`src/rtl/cursor_arm_regs.sv`:
```
module cursor_arm_regs #(
  parameter int DATA_W = 32
) (
  input  logic              clk,
  input  logic              rst_n,
  input  logic              wr_en,
  input  logic [1:0]        wr_addr,
  input  logic [DATA_W-1:0] wr_data,
  input  logic              vblank_start,
  output logic [DATA_W-1:0] live_ctrl,
  output logic [DATA_W-1:0] live_pos,
  output logic [DATA_W-1:0] live_base,
  output logic [DATA_W-1:0] live_hovr,
  output logic              arm_pending
);

  localparam logic [1:0] A_CTRL = 2'd0;
  localparam logic [1:0] A_POS  = 2'd1;
  localparam logic [1:0] A_BASE = 2'd2;
  localparam logic [1:0] A_HOVR = 2'd3;

  logic [DATA_W-1:0] pend_ctrl, pend_pos, pend_base, pend_hovr;
  logic armed;
  logic transfer;
  logic write_arms;

  assign transfer    = vblank_start && armed;
  assign write_arms  = (wr_addr == A_BASE) ||
                       ((wr_addr == A_CTRL) && (live_ctrl == '0) && (wr_data != '0));
  assign arm_pending = armed;

  always_ff @(posedge clk) begin
    if (!rst_n) begin
      pend_ctrl <= '0;
      pend_pos  <= '0;
      pend_base <= '0;
      pend_hovr <= '0;
    end else if (wr_en) begin
      case (wr_addr)
        A_CTRL:  pend_ctrl <= wr_data;
        A_POS:   pend_pos  <= wr_data;
        A_BASE:  pend_base <= wr_data;
        default: pend_hovr <= wr_data;
      endcase
    end
  end

  always_ff @(posedge clk) begin
    if (!rst_n) begin
      live_ctrl <= '0;
      live_pos  <= '0;
      live_base <= '0;
      live_hovr <= '0;
    end else if (transfer) begin
      live_ctrl <= pend_ctrl;
      live_pos  <= pend_pos;
      live_base <= pend_base;
      live_hovr <= pend_hovr;
    end
  end

  always_ff @(posedge clk) begin
    if (!rst_n)        armed <= 1'b0;
    else if (wr_en)    armed <= write_arms;
    else if (transfer) armed <= 1'b0;
  end

  AST_BASE_ARMS: assert property (@(posedge clk) disable iff (!rst_n)
    (wr_en && wr_addr == A_BASE) |=> arm_pending);

  AST_POS_CANCELS: assert property (@(posedge clk) disable iff (!rst_n)
    (wr_en && (wr_addr == A_POS || wr_addr == A_HOVR)) |=> !arm_pending);

  AST_LIVE_HOLD: assert property (@(posedge clk) disable iff (!rst_n)
    !(vblank_start && arm_pending) |=> ($stable(live_ctrl) && $stable(live_pos) &&
                                        $stable(live_base) && $stable(live_hovr)));

  AST_XFER_BASE: assert property (@(posedge clk) disable iff (!rst_n)
    (vblank_start && arm_pending) |=> (live_base == $past(pend_base)));

  AST_XFER_CLEARS: assert property (@(posedge clk) disable iff (!rst_n)
    (vblank_start && arm_pending && !wr_en) |=> !arm_pending);

  AST_ZERO_CTRL_IDLE: assert property (@(posedge clk) disable iff (!rst_n)
    (wr_en && wr_addr == A_CTRL && wr_data == '0) |=> !arm_pending);

endmodule

```
`config.mk`:
```
export PLATFORM = sky130hd
export DESIGN_NAME = cursor_arm_regs
export DESIGN_NICKNAME = d
export VERILOG_FILES = /design/src/rtl/cursor_arm_regs.sv
export SDC_FILE = /design/constraint.sdc
export NUM_CORES = 1
export LEC_CHECK = 0
export CAP_MARGIN = 15
export CORE_ASPECT_RATIO = 1.1
export CORE_MARGIN = 2
export CORE_UTILIZATION = 35
export DETAILED_ROUTE_END_ITERATION = 10
export SLEW_MARGIN = 20
export SYNTH_ARGS = -nofsm -noshare
export SYNTH_HDL_FRONTEND = slang
export SYNTH_SLANG_ARGS = --single-unit
```
`constraint.sdc`:
```
create_clock -name clk -period 1.5 [get_ports clk]
set_input_delay 0.3 -clock clk [delete_from_list [all_inputs] [get_ports clk]]
set_output_delay 0.3 -clock clk [all_outputs]
set_load 0.01 [all_outputs]
```
* Word level (Yosys, flattened, before mapping)
Cells that the tools add are included.
Storage, ports and cells: logic and storage cells 27, register bits after elaboration 257, output and inout bits 129, input bits 38
Operators by class: reduce and logical (&&, ||, !) cells 13, bitwise gates (word level) 1, equal/unequal tests 2, muxes and demuxes 2
Operator list (number):
- 32-bit zero test | 1
- 32-bit nonzero test | 1
- 2-bit AND reduction | 4
- 1-bit logical AND | 3
- 3-bit OR reduction | 1
- 2-bit by 1-bit == test with 1-bit output, second input constant | 1
- 2-bit == test, second input constant | 1
- 2-bit zero test | 1
- 1-bit two-way mux | 2
- 2-bit nonzero test | 1
- 1-bit logical OR | 1
- 1-bit NOT | 1

* Logic depth before layout (Yosys ltp)
Gate-level depths: netlist of run 1.
depth after elaboration 5, mapped depth 6, mapped depth without buffers 4

* Worst setup path before layout of run 1
No wires, ideal clock.
kind register to register, start reg armed, in the netlist arm_pending, end reg live_base[23], setup time 0.076 ns, setup slack 0.183 ns, data arrival time 1.242 ns, clock period less this slack 1.317 ns, data required time 1.424 ns, stages on the path, launching flop included 6, path buffers 2, cells stage by stage dfxtp_1 > and2_1 > clkbuf_1 > clkbuf_1 > nand2_1 > a21boi_0
On the way: word-level cells in the longest chain between the ends 1
Ends and longest elaborated chain:
- start: declaration | RTL line 23 | logic armed;
- start signal: assignment | RTL line 64 | else if (wr_en) armed <= write_arms;
- 1-bit logical AND | RTL line 27 | assign transfer = vblank_start && armed;
- end signal: assignment | RTL line 57 | live_base <= pend_base;
- end: declaration | RTL line 12 | output logic [DATA_W-1:0] live_base,
Every way passes these cells. A chain may end at the register's enable or synchronous reset.

* Final worst setup path of run 1
start reg armed, in the netlist arm_pending, end out arm_pending
RTL lines:
- end: declaration | RTL line 14 | output logic arm_pending
No word-level cell between the ends.

==> results_dict.tcl, run 1 <==
set metrics [dict create \
    status "completed" \
    cp_cell_sequence "clkdlybuf4s15_2" \
    initial_core_util 0.355 \
    worst-path-max-fanout 4 \
    post-place-cells 1676 \
    die_w_um 162 \
    nNetsFinal 1385 \
    cts_num_sinks 257 \
    clk_pin_slew_ns 0.06 \
    cts_tree "built" \
    r2r_start "live_ctrl[17]" \
    period_minus_slack_ns 1.48 \
    peakVddDrop_mv 0.654 \
    cp-start-kind "register" \
    finalSetupViolCount 0 \
    track_usage 0.207 \
    dr.pass1.iters 5 \
    drv_cap 0 \
    ys_seq_area_frac 0.538 \
    crit_required_ns 1.20 \
    hold_viol_final 0 \
    tightest_slew_ns 0.435 \
    worst-path-buf-inv 1 \
    grt_overflow 0 \
    grt_pass1_vias 7838 \
    drive_gt1_frac 0.139 \
    final.setup.tns_ns 0 \
    core_um2 27000 \
    crit_start "arm_pending" \
    post-route-period-util 0.984 \
    syn2layout_area_growth_pct 35.2 \
    maxSlewHeadroom 0.707 \
    grt_util_met2 0.339 \
    root_buffer "clkbuf_16" \
    finalPower_mw 14.6 \
    vias_per_cell 4.79 \
    holdBufCountCts 0 \
    insertion_delay_ns 0.53 \
    cp.arrival_ns 1.18 \
    num_rows 63 \
    critPathTopFamily "flip-flops" \
    cts_buffer_depth 3 \
    crit_slowest_cell "dfxtp_2" \
    cts_setup_buffers 0 \
    netlist_instances 1144 \
    htree_levels 1 \
    max_freq_ghz 0.678 \
    yosys_register_bits 257 \
    end_kind "primary output" \
    place_hpwl_um 20500 \
    setup_ws_ns 0.0241 \
    grt_max_degree 98 \
    holdWs_ns 0.0567 \
    vias 8241 \
    place.gp.congestion 0.861 \
    multi_input_area_um2 4130 \
    p_per_area_nw_per_um2 1130 \
    reg2reg_to "arm_pending" \
    slew_viol_final 0 \
    holdPathStages 2 \
    ant_nets 0 \
    whs_endpoint "live_ctrl[16]" \
    crit_type "reg2out" \
    drt-total-wl_um 30100 \
    seq_area_um2 5170 \
    final_area_um2 12900 \
    grt.busiest_layer "met2" \
    die_h_um 177 \
    fillCellCount 2709 \
    ys_types 22 \
    dpl_cell_area_um2 12200 \
    hold_path.class "in2reg" \
    grt_pass1_wl_um 45400 \
    syn_avg_cell_area_um2 8.36 \
    drc 0 \
    io_pins 167 \
    antenna_found_initial 1 \
    critPathMaxStageDelay_ns 0.38 \
    synth_area_um2 9570 \
    hold_path_startpoint "rst_n" \
    io_buffers 166 \
    wl_per_cell_um 17.5 \
    cts_buffers 26 \
    rsz0062_at_grt "true" \
    place_ws_ns -0.846 \
    gr-usage-met3 0.0301 \
    yosysWarningCount 0 \
    fin_cells 1722 \
    syn_nets 1182 \
    ff2ff_path_depth 5 \
    crit_cells 1 \
    p_leak_nw 5.04 \
    die_area_um2 28700 \
    rrSetupSlack_ns 0.06 \
    skew_ns 0.0181 \
    drt_iter0_drc 577 \
    postLayoutCoreUtil 0.480 \
    gr-usage-met1 0.276 \
]
worst max-delay path by stage:
stage / endpoint / slack, ns
CTS: live_ctrl[16] / 0.0005
detailed placement: arm_pending / -0.85
finish: arm_pending / 0.02
global placement: arm_pending / -0.86
floorplan: live_base[23] / 0.18
global route: arm_pending / -0.02
flip-flops by register name, summed over array words and instances (netlist names):
register / cells
pend_base: 32
live_base: 32
pend_hovr: 32
arm_pending: 1
pend_pos: 32
live_hovr: 32
live_ctrl: 32
live_pos: 32
pend_ctrl: 32
where the power goes:
part	switching, mW	total, mW	internal, mW
combinational	0.564	0.984	0.420
sequential	0.0672	7.02	6.96
clock	2.67	6.58	3.90
total	3.31	14.6	11.3
cell usage in the layout (no fill, tap or decap), types with 3 or more instances in the layout:
cell and count:
buf_2 24, dfxtp_2 19, clkbuf_1 4, nand2_1 514, dfxtp_1 238, clkbuf_16 27
nor4_2 3, buf_4 77, clkinv_2 6, buf_12 16, a21boi_1 15, dlygate4sd2_1 91
clkbuf_8 6, clkdlybuf4s50_1 36, a21boi_0 241, nor4_1 12, clkdlybuf4s15_1 12
kinds of logic after synthesis:
logic type,Yosys count,share of synthesized area
AND/OR/NAND/NOR,545,0.224
AO/OA/AOI/OAI,258,0.203
buffers and inverters,84,0.0358
flip-flops,257,0.538
synth_stat cells:
| cell | n | area (um^2) |
|---|---|---|
| nand3b_1 | 1 | 7.51 |
| nand4_1 | 1 | 6.26 |
| dfxtp_1 | 257 | 5140 |
| a21boi_0 | 241 | 1810 |
| or3b_1 | 1 | 8.76 |
| clkbuf_1 | 60 | 225 |
| and3b_1 | 1 | 8.76 |
| o31a_1 | 1 | 8.76 |
| nor2_1 | 1 | 3.75 |
| buf_2 | 22 | 110 |
| and2_1 | 1 | 6.26 |
| nor3b_4 | 1 | 18.8 |
| a2111oi_0 | 1 | 8.76 |
| or2_2 | 1 | 6.26 |
| buf_1 | 2 | 7.51 |
| nand3_1 | 2 | 10.0 |
| nor4_1 | 16 | 100 |
| nand2_1 | 515 | 1930 |
| a21boi_1 | 15 | 113 |
| and4_1 | 2 | 17.5 |
| nor3b_1 | 1 | 7.51 |
| and3_1 | 1 | 6.26 |
area by class of cell:
| type | count | area share |
|---|---|---|
| clock inverter | 8 | 0.00696 |
| sequential | 257 | 0.400 |
| tap | 357 | 0.0345 |
| timing repair buffer | 259 | 0.180 |
| multi-input combinational | 803 | 0.319 |
| clock buffer | 37 | 0.0598 |
| antenna | 1 | 0.000193 |
per-layer routing:
metal  vias up  routed length, um
li1       4110                  -
met3        60               1670
met5         -                  0
met2       221              13800
met1      3850              13600
met4         0               1050
worst reg2reg max path, delay by kind of cell, from the launching register on:
family / cells / cell delay, ns
compound gates: 2 / 0.50
simple gates: 2 / 0.40
flops: 1 / 0.32
buf+inv: 1 / 0.16
repair_timing:
item	CTS	global route
setup endpoints to repair	130	15
pin swaps	1	1
resized for setup	225	18
Power figures use the tool's default switching activity.
==> run 2, diff against run 1 <==
- RECOVER_POWER: not set -> 100
==> run 2 against run 1 <==
Cell count is the same; critical endpoint is now live_base[19]; worst hold slack gained 0.0074 ns; sequential share of layout area grew 0.097 points; register-to-register slack is essentially flat; non-clock buffer count is the same; count of clock-buffer cells in the layout is the same; clock skew grew 0.0014 ns; clock power is essentially flat; via count is essentially flat; final area shrank 0.53%; routed wire length is essentially flat.
==> results_dict.tcl, run 2 (synthesized netlist as in run 1, its figures left out) <==
set metrics [dict create \
    status "completed" \
    skew_ns 0.0195 \
    finalPower_mw 14.6 \
    worst-path-buf-inv 1 \
    cts_buffer_depth 3 \
    io_buffers 166 \
    holdBufCountCts 0 \
    clk_pin_slew_ns 0.06 \
    period_minus_slack_ns 1.48 \
    dr.pass1.iters 5 \
    fillCellCount 2726 \
    end_kind "primary output" \
    cts_tree "built" \
    root_buffer "clkbuf_16" \
    r2r_start "live_ctrl[17]" \
    whs_endpoint "live_ctrl[16]" \
    final_area_um2 12900 \
    syn2layout_area_growth_pct 34.5 \
    reg2reg_to "arm_pending" \
    peakVddDrop_mv 0.653 \
    num_rows 63 \
    htree_levels 1 \
    max_freq_ghz 0.677 \
    vias 8233 \
    drt-total-wl_um 30100 \
    post-route-period-util 0.985 \
    maxSlewHeadroom 0.700 \
    vias_per_cell 4.78 \
    hold_path.class "in2reg" \
    rrSetupSlack_ns 0.06 \
    dpl_cell_area_um2 12200 \
    grt_overflow 0 \
    hold_path_startpoint "rst_n" \
    die_area_um2 28700 \
    p_per_area_nw_per_um2 1130 \
    die_w_um 162 \
    ff2ff_path_depth 5 \
    grt_max_degree 98 \
    grt_pass1_vias 7838 \
    crit_required_ns 1.20 \
    io_pins 167 \
    cp_cell_sequence "clkdlybuf4s15_1" \
    insertion_delay_ns 0.54 \
    critPathTopFamily "flip-flops" \
    antenna_found_initial 1 \
    setup_ws_ns 0.0223 \
    p_leak_nw 4.96 \
    critPathMaxStageDelay_ns 0.39 \
    seq_area_um2 5150 \
    initial_core_util 0.355 \
    cp.arrival_ns 1.18 \
    rsz0062_at_grt "true" \
    wl_per_cell_um 17.5 \
    cts_num_sinks 257 \
    holdPathStages 2 \
    place.gp.congestion 0.861 \
    place_ws_ns -0.846 \
    cp-start-kind "register" \
    cts_buffers 26 \
    ant_nets 0 \
    hold_viol_final 0 \
    crit_slowest_cell "dfxtp_1" \
    holdWs_ns 0.0641 \
    drt_iter0_drc 570 \
    drc 0 \
    slew_viol_final 0 \
    tightest_slew_ns 0.446 \
    crit_type "reg2out" \
    drive_gt1_frac 0.121 \
    final_cell_mix "nand2_1, a21boi_0, dfxtp_1, dlygate4sd2_1, buf_4" \
    place_hpwl_um 20500 \
    worst-path-max-fanout 2 \
    drv_cap 0 \
    track_usage 0.207 \
    final_common_cell "nand2_1" \
    postLayoutCoreUtil 0.477 \
    core_um2 27000 \
    multi_input_area_um2 4130 \
    nNetsFinal 1385 \
    finalSetupViolCount 0 \
    grt_pass1_wl_um 45400 \
    die_h_um 177 \
]
## run 2: stage by stage
stage          cells  TNS [ns]
2_1_floorplan   1144         0
3_3_place_gp    1676    -39.88
3_5_place_dp    1676    -44.41
4_1_cts         1721         0
5_1_grt         1722   -0.0325
6_report        1722         0
## run 2: power by group
group	internal (mW)	switching [mW]
combinational	0.410	0.562
sequential	6.95	0.0670
clock	3.90	2.68
## run 2: how the worst max path moves through the flow
| stage | startpoint | endpoint | slack (ns) | cells after the start |
|---|---|---|---|---|
| after detailed placement | wr_data[6] | arm_pending | -0.85 | 5 |
| final | live_base[19] | live_base[19] | 0.02 | 1 |
| after global placement | wr_data[6] | arm_pending | -0.86 | 5 |
| after floorplan | arm_pending | live_base[23] | 0.18 | 5 |
| after CTS | live_ctrl[16] | live_ctrl[16] | 0.0005 | 2 |
| after global routing | live_ctrl[8] | arm_pending | -0.02 | 4 |
## run 2: cell type report
type | instances | area share
diodes | 1 | 0.000194
multi-input cells | 803 | 0.321
repair buffers | 259 | 0.177
clock buffers | 37 | 0.0601
well taps | 357 | 0.0347
flip-flops and latches | 257 | 0.400
clock inverters | 8 | 0.00700
## run 2: routing by layer
metal | up-vias | track usage | wire [um]
li1 | 4107 | - | -
met1 | 3846 | 0.276 | 13400
met2 | 222 | 0.339 | 13800
met3 | 58 | 0.0301 | 1840
met4 | 0 | 0.0804 | 1040
met5 | - | 0 | 0
## run 2: timing repair
action / CTS / global route
gates cloned: 0 / 0
setup buffers: 0 / 0
gates resized for setup: 225 / 18
pin swaps: 1 / 1
setup endpoints to repair: 130 / 15
==> run 3, diff against run 2 <==
- CORE_MARGIN: 2 -> 4
==> run 3 against run 2 <==
Clock power rose by 8.1%; worst hold slack improved by 0.049 ns; die area rose by 4.8%; routed wire length rose by 2.2%; total power rose by 3.7%; register-to-register slack improved by 0.03 ns; via count barely moved; setup slack improved by 0.0015 ns; non-clock buffer count did not move; first-iteration DRC count fell by 15%; combinational power barely moved; global-route usage fell by 1.1 points; largest cell class unchanged; largest power group is now clock; highest routed layer unchanged.
==> results_dict.tcl, run 3 (synthesized netlist as in run 1, its figures left out) <==
set metrics [dict create \
    end_kind "primary output" \
    drt_iter0_drc 482 \
    io_buffers 166 \
    crit_type "reg2out" \
    vias_per_cell 4.77 \
    die_w_um 166 \
    slew_viol_final 0 \
    place_hpwl_um 21200 \
    io_pins 167 \
    grt_pass1_wl_um 46400 \
    cp.arrival_ns 1.18 \
    dr_wl_met3_um 1600 \
    syn2layout_area_growth_pct 35.7 \
    worst-path-buf-inv 1 \
    fin_cells 1727 \
    core_um2 27000 \
    crit_start "live_pos[1]" \
    die_area_um2 30000 \
    top_layer "met4" \
    drv_cap 0 \
    max_freq_ghz 0.677 \
    finalSetupViolCount 0 \
    final_common_cell "nand2_1" \
    wl_per_cell_um 17.8 \
    critPathMaxStageDelay_ns 0.36 \
    wl_met2_um 14300 \
    post-route-period-util 0.984 \
    p_per_area_nw_per_um2 1160 \
    cts_tree "built" \
    critPathTopFamily "flip-flops" \
    cts_num_sinks 257 \
    vias 8241 \
    fillCellCount 2711 \
    num_rows 63 \
    cts_buffer_depth 3 \
    cts_buffers 27 \
    die_h_um 181 \
    track_usage 0.195 \
    drt-total-wl_um 30800 \
    drive_gt1_frac 0.131 \
    holdBufCountCts 0 \
    post-place-cells 1676 \
    place_ws_ns -0.980 \
    cts_setup_buffers 0 \
    setup_ws_ns 0.0239 \
    clk_pin_slew_ns 0.06 \
    r2r_start "live_ctrl[17]" \
    postLayoutCoreUtil 0.482 \
    status "completed" \
    initial_core_util 0.355 \
    antenna_found_initial 2 \
    place.gp.congestion 0.832 \
    final_cell_mix "nand2_1, a21boi_0, dfxtp_1, dlygate4sd2_1, buf_4" \
    wl_met1_um 13700 \
    drc 0 \
    hold_viol_final 0 \
    p_leak_nw 5.00 \
    root_buffer "clkbuf_16" \
    grt_overflow 0 \
    tightest_slew_ns 0.502 \
    period_minus_slack_ns 1.48 \
    insertion_delay_ns 0.54 \
    crit_slowest_cell "dfxtp_1" \
    hold_path.class "in2reg" \
    crit_required_ns 1.20 \
    nNetsFinal 1386 \
    grt_pass1_vias 7933 \
    dr.pass1.iters 5 \
    cp-start-kind "register" \
    hold_path_startpoint "rst_n" \
    worst-path-max-fanout 2 \
    cp_cell_sequence "dlygate4sd2_1" \
    peakVddDrop_mv 0.700 \
    maxSlewHeadroom 0.662 \
    rsz0062_at_grt "true" \
    htree_levels 1 \
    ant_nets 0 \
    grt_max_degree 56 \
    skew_ns 0.0180 \
]
## run 3: layout make-up
class | count | area (um^2) | share of cell area
well taps | 357 | 447 | 0.0344
flip-flops and latches | 257 | 5160 | 0.398
diodes | 1 | 2.50 | 0.000193
clock inverters | 10 | 159 | 0.0122
clock buffers | 40 | 795 | 0.0612
repair buffers | 259 | 2260 | 0.174
multi-input cells | 803 | 4150 | 0.320
## run 3: power breakdown
part | switching [mW] | total, mW | internal [mW]
logic | 0.562 | 0.975 | 0.413
registers | 0.0686 | 7.02 | 6.95
clock network | 2.76 | 7.11 | 4.35
total | 3.39 | 15.1 | 11.7
## run 3: layer usage
metal	up-vias	track usage
met3	58	0.0368
li1	4125	-
met2	200	0.328
met5	-	0
met4	0	0.0726
met1	3858	0.252
## run 3: final timing paths
path | end | slack (ns) | cells after the start
setup / recovery | live_pos[1] | 0.02 | 1
hold / removal | live_ctrl[13] | 0.11 | 2
hold reg to reg | pend_hovr[11] | 0.45 | 2
setup reg to reg | arm_pending | 0.09 | 5
## run 3: timing repair
action,in CTS,in global routing
endpoints found under the setup margin,130,18
resized for setup,230,24
hold endpoints to repair,0,0
pin swaps,3,0
## run 3: metrics by stage
step | hold slack, ns | power (mW) | instance area, um^2 | setup TNS, ns
after floorplan | 0.435 | 7.58 | 9570 | 0
after global placement | 0.442 | 8.17 | 12300 | -56.37
after detailed placement | 0.446 | 8.17 | 12300 | -59.07
after CTS | 0.0925 | 15.3 | 13100 | 0
after global routing | 0.109 | 15.6 | 13000 | -0.380
final | 0.114 | 15.1 | 13000 | 0
